[config.mk]
export PLATFORM = sky130hd
export DESIGN_NAME = desc_walker
export DESIGN_NICKNAME = d
export VERILOG_FILES = /design/src/rtl/dw_pkg.sv /design/src/rtl/dw_datapath.sv /design/src/rtl/dw_ctrl.sv /design/src/rtl/desc_walker.sv
export SDC_FILE = /design/constraint.sdc
export NUM_CORES = 1
export LEC_CHECK = 0
export BUFFER_PORTS_ARGS = -buffer_cell sky130_fd_sc_hd__buf_2
export CAP_MARGIN = 20
export CORE_ASPECT_RATIO = 1.1
export CORE_UTILIZATION = 40
export CTS_BUF_LIST = sky130_fd_sc_hd__clkbuf_8
export DETAILED_ROUTE_END_ITERATION = 10
export GPL_TIMING_DRIVEN = 0
export PLACE_DENSITY = 0.65
export SYNTH_ARGS = -nofsm -noshare
export SYNTH_HDL_FRONTEND = slang
export SYNTH_SLANG_ARGS = --single-unit
[constraint.sdc]
create_clock -name clk -period 3.7 [get_ports clk]
set_clock_uncertainty 0.15 [all_clocks]
set_input_delay 0.37 -clock clk [delete_from_list [all_inputs] [get_ports clk]]
set_output_delay 0.37 -clock clk [all_outputs]
set_load 0.01 [all_outputs]
[src/rtl/dw_pkg.sv]
package dw_pkg;
  localparam int TYPE_BIT = 30;
  localparam int RSV_BIT  = 31;

  typedef enum logic [2:0] {
    S_IDLE, S_REQ_ATTR, S_WAIT_ATTR, S_REQ_ADDR, S_WAIT_ADDR, S_EMIT
  } dwState_t;

  typedef struct packed {
    logic loadStart;
    logic latchAttr;
    logic latchBuf;
    logic followLink;
    logic stepNext;
    logic hiWord;
  } dwStrobes_t;
endpackage

[src/rtl/dw_datapath.sv]
module dw_datapath import dw_pkg::*; #(
  parameter int AW     = 32,
  parameter int SIZE_W = 16,
  localparam int LEN_W = SIZE_W + 1
) (
  input  logic             clk,
  input  logic             rstN,
  input  dwStrobes_t       strb,
  input  logic [AW-1:0]    startAddr,
  input  logic [31:0]      rspData,
  output logic             attrIsBuf,
  output logic             attrBad,
  output logic             rspNull,
  output logic [AW-1:0]    reqAddr,
  output logic [AW-1:0]    bufAddr,
  output logic [LEN_W-1:0] bufLen
);
  localparam logic [AW-1:0] HI_OFS   = AW'(4);
  localparam logic [AW-1:0] STEP_OFS = AW'(8);

  logic [AW-1:0]     curAddr;
  logic [SIZE_W-1:0] sizeR;
  logic              isBufR, badR;
  logic [AW-1:0]     bufAddrR;
  logic              unusedAttr;

  assign unusedAttr = ^rspData[TYPE_BIT-1:SIZE_W];

  always_ff @(posedge clk) begin
    if (!rstN) begin
      curAddr  <= '0;
      sizeR    <= '0;
      isBufR   <= 1'b0;
      badR     <= 1'b0;
      bufAddrR <= '0;
    end else begin
      if (strb.loadStart)  curAddr <= startAddr;
      if (strb.followLink) curAddr <= rspData[AW-1:0];
      if (strb.stepNext)   curAddr <= curAddr + STEP_OFS;
      if (strb.latchAttr) begin
        sizeR  <= rspData[SIZE_W-1:0];
        isBufR <= rspData[TYPE_BIT];
        badR   <= rspData[RSV_BIT];
      end
      if (strb.latchBuf) bufAddrR <= rspData[AW-1:0];
    end
  end

  assign attrIsBuf = isBufR;
  assign attrBad   = badR;
  assign rspNull   = (rspData[AW-1:0] == '0);
  assign reqAddr   = curAddr + (strb.hiWord ? HI_OFS : '0);
  assign bufAddr   = bufAddrR;
  assign bufLen    = (sizeR == '0) ? (LEN_W'(1) << SIZE_W) : LEN_W'(sizeR);
endmodule

[src/rtl/dw_ctrl.sv]
module dw_ctrl import dw_pkg::*; (
  input  logic       clk,
  input  logic       rstN,
  input  logic       startPulse,
  input  logic       rspValid,
  input  logic       bufReady,
  input  logic       attrIsBuf,
  input  logic       attrBad,
  input  logic       rspNull,
  output dwStrobes_t strb,
  output logic       reqValid,
  output logic       bufValid,
  output logic       busy,
  output logic       errFlag
);
  dwState_t state, nextState;
  logic     errR, setErr;

  always_comb begin
    nextState = state;
    strb      = '0;
    setErr    = 1'b0;
    case (state)
      S_IDLE: if (startPulse) begin
        strb.loadStart = 1'b1;
        nextState      = S_REQ_ATTR;
      end
      S_REQ_ATTR:  nextState = S_WAIT_ATTR;
      S_WAIT_ATTR: if (rspValid) begin
        strb.latchAttr = 1'b1;
        nextState      = S_REQ_ADDR;
      end
      S_REQ_ADDR: begin
        strb.hiWord = 1'b1;
        nextState   = S_WAIT_ADDR;
      end
      S_WAIT_ADDR: if (rspValid) begin
        if (attrIsBuf) begin
          strb.latchBuf = 1'b1;
          nextState     = S_EMIT;
        end else if (attrBad) begin
          setErr    = 1'b1;
          nextState = S_IDLE;
        end else if (rspNull) begin
          nextState = S_IDLE;
        end else begin
          strb.followLink = 1'b1;
          nextState       = S_REQ_ATTR;
        end
      end
      S_EMIT: if (bufReady) begin
        strb.stepNext = 1'b1;
        nextState     = S_REQ_ATTR;
      end
      default: nextState = S_IDLE;
    endcase
  end

  always_ff @(posedge clk) begin
    if (!rstN) begin
      state <= S_IDLE;
      errR  <= 1'b0;
    end else begin
      state <= nextState;
      if (strb.loadStart) errR <= 1'b0;
      else if (setErr)    errR <= 1'b1;
    end
  end

  assign reqValid = (state == S_REQ_ATTR) || (state == S_REQ_ADDR);
  assign bufValid = (state == S_EMIT);
  assign busy     = (state != S_IDLE);
  assign errFlag  = errR;
endmodule

[src/rtl/desc_walker.sv]
module desc_walker import dw_pkg::*; #(
  parameter int AW     = 32,
  parameter int SIZE_W = 16,
  localparam int LEN_W = SIZE_W + 1
) (
  input  logic             clk,
  input  logic             rstN,
  input  logic             startPulse,
  input  logic [AW-1:0]    startAddr,
  output logic             busy,
  output logic             errFlag,
  output logic             reqValid,
  output logic [AW-1:0]    reqAddr,
  input  logic             rspValid,
  input  logic [31:0]      rspData,
  output logic             bufValid,
  input  logic             bufReady,
  output logic [AW-1:0]    bufAddr,
  output logic [LEN_W-1:0] bufLen
);
  dwStrobes_t strb;
  logic       attrIsBuf, attrBad, rspNull;

  dw_ctrl u_ctrl (
    .clk(clk), .rstN(rstN), .startPulse(startPulse), .rspValid(rspValid),
    .bufReady(bufReady), .attrIsBuf(attrIsBuf), .attrBad(attrBad),
    .rspNull(rspNull), .strb(strb), .reqValid(reqValid),
    .bufValid(bufValid), .busy(busy), .errFlag(errFlag)
  );

  dw_datapath #(.AW(AW), .SIZE_W(SIZE_W)) u_dp (
    .clk(clk), .rstN(rstN), .strb(strb), .startAddr(startAddr),
    .rspData(rspData), .attrIsBuf(attrIsBuf), .attrBad(attrBad),
    .rspNull(rspNull), .reqAddr(reqAddr), .bufAddr(bufAddr), .bufLen(bufLen)
  );
endmodule

==> Word-level counts from Yosys, hierarchy flattened <==
Index checks and enable logic that the tools add are counted.
{ "word_totals": {"ff_bits": 86, "input_bits": 69, "output_inout_bits": 85, "elab_cells": 57} }
{ "classes": {"addsub": 2, "eq_ne": 9, "mux": 30, "bitwise_logic": 1, "reduce_logical": 8} }
{ "op_table": {"columns": ["cell", "n"], "rows": [
  ["$mux W32", 3],
  ["$add A32 B32 Y32", 1],
  ["$add A32 B4 Y32 const B", 1],
  ["$logic_not A32 Y1", 1],
  ["$mux W3", 6],
  ["$pmux W3 S6", 1],
  ["$mux W1", 17],
  ["$mux W17", 1],
  ["$logic_not A16 Y1", 1],
  ["$eq A3 B2 Y1 const B", 2],
  ["$eq A3 B3 Y1 const B", 2],
  ["$ne A2 B2 Y1 const B", 3],
  ["$reduce_bool A3 Y1", 2],
  ["$mux W2", 2],
  ["$reduce_and A4 Y1", 1],
  ["$eq A3 B1 Y1 const B", 1],
  ["$logic_not A3 Y1", 1],
  ["$ne A2 B1 Y1 const B", 1],
  ["$reduce_or A2 Y1", 1],
  ["$logic_or A1 B1 Y1", 1],
  ["$not A1 Y1", 1]
]} }

==> Depth between registers and ports, before layout <==
{ "logic_depth": {"depth_word": 8, "ltp_mapped": 10, "mapped_depth_nobuf": 9} }

==> Hierarchy <==
Synthesis repeated with hierarchy kept, for this count alone.
{ "hier_totals": {"cells_unflattened": 617, "area_unflattened_um2": 5089.9} }
{ "modules_own_cells": {"columns": ["mod", "instances", "cells_per_inst", "area_each_um2", "seq_area_each_um2"], "rows": [
  ["dw_datapath", 1, 575, 4755.8, 1641.6],
  ["dw_ctrl", 1, 42, 334.1, 80.1]
]} }

==> Worst setup path before layout <==
Ideal clock, no wire load.
{ "synth_path": {"path_type": "flip-flop to output port", "startpoint": "reg u_ctrl.state[0]", "endpoint": "out reqAddr[24]", "arrival_ps": 2735, "t_required_ps": 3180, "slack_ps": 445, "path_stages_with_launch": 11, "path_buffers": 1, "path_cell_list": "dfxtp_1 buf_1 nand2b_1 nor2_1 ha_1 ha_1 and3_1 nand3_1 nor4_1 nand3_1 xnor2_1"} }
{ "synth_via": {"elab_chain_cells": 4} }
{ "synth_rtl": {"columns": ["item", "line_no", "text"], "rows": [
  ["start: declaration", "dw_ctrl.sv:16", "dwState_t state, nextState;"],
  ["start signal: assignment", "dw_ctrl.sv:64", "state <= nextState;"],
  ["$eq A3 B2 Y1", "dw_ctrl.sv:23", "case (state)"],
  ["$mux W1", "dw_ctrl.sv:23", null],
  ["$mux W3", "dw_datapath.sv:52", "assign reqAddr = curAddr + (strb.hiWord ? HI_OFS : '0);"],
  ["$add A32 B32 Y32", "dw_datapath.sv:52", null],
  ["end: declaration", "desc_walker.sv:13", "output logic [AW-1:0] reqAddr,"]
]} }
No other way between the ends.

==> Final worst setup path <==
{ "layout_path": {"startpoint": "reg u_ctrl.state[0]", "endpoint": "out reqAddr[30]"} }
Same word-level chain as after synthesis.

==> results.sh <==
export IMPL_status="complete, no violations"
export IMPL_cts_buffer_depth=2
export IMPL_io_pins=154
export IMPL_cp_slowest_cell="dfxtp_1"
export IMPL_start_util=0.413
export IMPL_firstDrtPassIters=5
export IMPL_cap_violations=0
export IMPL_slew_viol_final=0
export IMPL_path_clk_slew_ns=0.10
export IMPL_clock_latency_ns=0.37
export IMPL_ir_worst_vdd_mv=0.305
export IMPL_dieWidth_um=106
export IMPL_cts_tree="done"
export IMPL_hp_class="in -> reg"
export IMPL_slew_headroom=0.301
export IMPL_drc=0
export IMPL_dieArea_um2=12400
export IMPL_synth_ff_type="dfxtp_1"
export IMPL_syn_area_um2=4790
export IMPL_start_kind="flop"
export IMPL_ctsHoldBuffers=0
export IMPL_synth_nets=719
export IMPL_syn_to_final_growth_pct=25.0
export IMPL_antenna_cells=0
export IMPL_grt_overflow=0
export IMPL_crit_type="reg -> out"
export IMPL_synth_cell_type_count=55
export IMPL_wl_mm=18.5
export IMPL_dr_first_iter_drc_count=586
export IMPL_via_count=5675
export IMPL_critPathCaptureType="output port"
export IMPL_synthArstFlopShare=0
export IMPL_yosysSeqAreaShare=0.359
export IMPL_clock_sinks=86
export IMPL_syn_instance_count=647
export IMPL_slowest_delay_ns=0.41
export IMPL_place_area_um2=5740
export IMPL_cts_root_buf="clkbuf_8"
export IMPL_viasPerCell=5.88
export IMPL_grt_pass1_wl_mm=27.6
export IMPL_postRouteAntennaNets=0
export IMPL_fin_crit_sh=0.938
export IMPL_routabilityCongestion=0.986
export IMPL_die_h_um=117
export IMPL_cp_cell_sequence="clkbuf_4 -> nand2b_1 -> nor2_2 -> ha_2 -> ha_1 -> and3_1 -> nand3_4 -> nor4_4 -> buf_4 -> nand2_1 -> xnor2_1 -> buf_2"
export IMPL_use_met2=0.460
export IMPL_synth_edff_count=0
export IMPL_drive_above_1_share=0.249
export IMPL_crit_path_max_fanout=10
export IMPL_p_per_area_nw_per_um2=587
export IMPL_setup_violations=0
export IMPL_worst_pin_slew_ns=1.04
export IMPL_rsz0062_at_grt="false"
export IMPL_yosysWarnings=0
export IMPL_core_area_um2=11600
export IMPL_nets=882
export IMPL_wl_per_cell_um=19.2
export IMPL_antenna_found_initial=0
export IMPL_htreeDepth=3
export IMPL_arrival_ns=2.95
export IMPL_num_rows=41
export IMPL_grt_max_degree=18
export IMPL_leakagePower_uw=0.00243
export IMPL_fmax_mhz=288
export IMPL_gr_usage_all_layers=0.290
export IMPL_holdWs_ns=0.103
export IMPL_grt_use_met3=0.0465
export IMPL_ys_ff_latch=86
export IMPL_hold_violations=0
export IMPL_stdcell_area_um2=5990
export IMPL_place_hpwl_mm=13.9
export IMPL_syn_area_per_cell_um2=7.41
export IMPL_period_needed_ns=3.47
export IMPL_port_buffers=152
export IMPL_met1_usage=0.393
export IMPL_required_ns=3.18
export IMPL_grt_pass1_vias=5189
export IMPL_busiest_layer="met2"
export IMPL_numCtsBuffers=9
-- cells in the mapped netlist (4+ instances only) --
cell type / n / area, um2
and3_1: 8 / 50.1
a311oi_1: 4 / 35.0
o221ai_1: 7 / 61.3
a211oi_1: 5 / 37.5
buf_2: 16 / 80.1
xor2_1: 8 / 70.1
nand4_1: 17 / 106
a221o_1: 4 / 40.0
a21oi_1: 72 / 360
a22oi_1: 9 / 67.6
nor3_1: 14 / 70.1
o22ai_1: 9 / 56.3
xnor2_1: 24 / 210
clkbuf_1: 51 / 191
and4_1: 6 / 52.6
o21ai_0: 10 / 50.1
dfxtp_1: 86 / 1720
nor4_1: 20 / 125
nand2_1: 139 / 522
inv_1: 10 / 37.5
buf_1: 4 / 15.0
nor2_1: 26 / 97.6
a221oi_1: 4 / 35.0
a31oi_1: 14 / 87.6
nand3_1: 28 / 140
-- kinds of logic after synthesis --
| group | share of synthesized area |
|---|---|
| AOI/OAI and AO/OA | 0.217 |
| xor gates and xnor gates | 0.0585 |
| adders and majority gates | 0.00783 |
| buffers and inverters | 0.0728 |
| DFF | 0.359 |
| muxes | 0.00627 |
| and+or+nand+nor | 0.279 |
-- area by class of cell --
class                      count  area (um2)
buffer                        74         312
clock buffer                   9         124
clock inverter                 7        86.3
fill                        1201        5600
inverter                      10        37.5
multi-input combinational    476        2750
sequential                    86        1720
tap                          150         188
timing repair buffer         153         768
-- metrics by stage --
step           setup TNS, ns  setup slack (ns)   util  cells  total power (uW)
2_1_floorplan              0             0.445      -    647              2220
3_3_place_gp           -2.30            -0.515  0.495    949              2730
3_5_place_dp           -2.25            -0.497  0.495    949              2750
4_1_cts                    0            0.0740  0.516    966              3480
5_1_grt                    0           0.00528  0.517    965              3680
6_report                   0             0.231  0.517    965              3520
-- report_power, final --
group | internal [uW] | switching, uW
Clock | 329 | 405
Sequential | 1090 | 167
Combinational | 588 | 936
-- state kept, by name, indices dropped and copies added, names as in the netlist --
name	flops
u_ctrl.errFlag	1
u_ctrl.state	3
u_dp.sizeR	16
u_dp.bufAddr	32
u_dp.attrBad	1
u_dp.attrIsBuf	1
u_dp.curAddr	32
-- layer usage --
layer	share of wire	up-vias	wire length, um
li1	-	2647	-
met3	0.092	41	1710
met2	0.44	316	8220
met1	0.44	2671	8070
met5	0	-	0
met4	0.027	0	501
-- placed cells by master (no fill, tap or decap), types with 9 or more instances in the layout --
cell	count
nand2_1	139
nand3_1	27
nor3_1	14
buf_2	168
o21ai_0	10
clkbuf_8	9
nand4_1	17
inv_1	10
clkbuf_1	50
a22oi_1	9
nor2_1	25
dfxtp_1	86
a21oi_1	72
nor4_1	19
xnor2_1	24
a31oi_1	14
o22ai_1	9
-- worst paths after layout --
path	start	end	slack, ns	cells past startpoint
min reg2reg	u_dp.bufAddr[5]$_SDFFE_PN0P_	u_dp.bufAddr[5]$_SDFFE_PN0P_	0.31	2
max	u_ctrl.state[0]$_SDFFE_PN0P_	reqAddr[30]	0.23	12
max reg2reg	u_ctrl.state[2]$_SDFFE_PN0P_	u_dp.curAddr[24]$_SDFFE_PN0P_	0.75	6
min	rspData[24]	u_dp.bufAddr[24]$_SDFFE_PN0P_	0.10	3
-- repair_timing --
item,in CTS,in global routing
setup endpoints to repair,8,8
setup buffers,1,0
resized for setup,4,4
hold endpoints to repair,0,0
pin swaps,1,1
-- worst max-delay path: cells and delay by family (launching register included) --
family / cells / cell delay [ns]
AND/OR/NAND/NOR: 6 / 0.91
flip-flops: 1 / 0.41
XOR/XNOR: 1 / 0.18
buffers and inverters: 3 / 0.61
adder cells (fa/ha/maj): 2 / 0.46
Note: power is estimated with default switching activity, not from simulation.
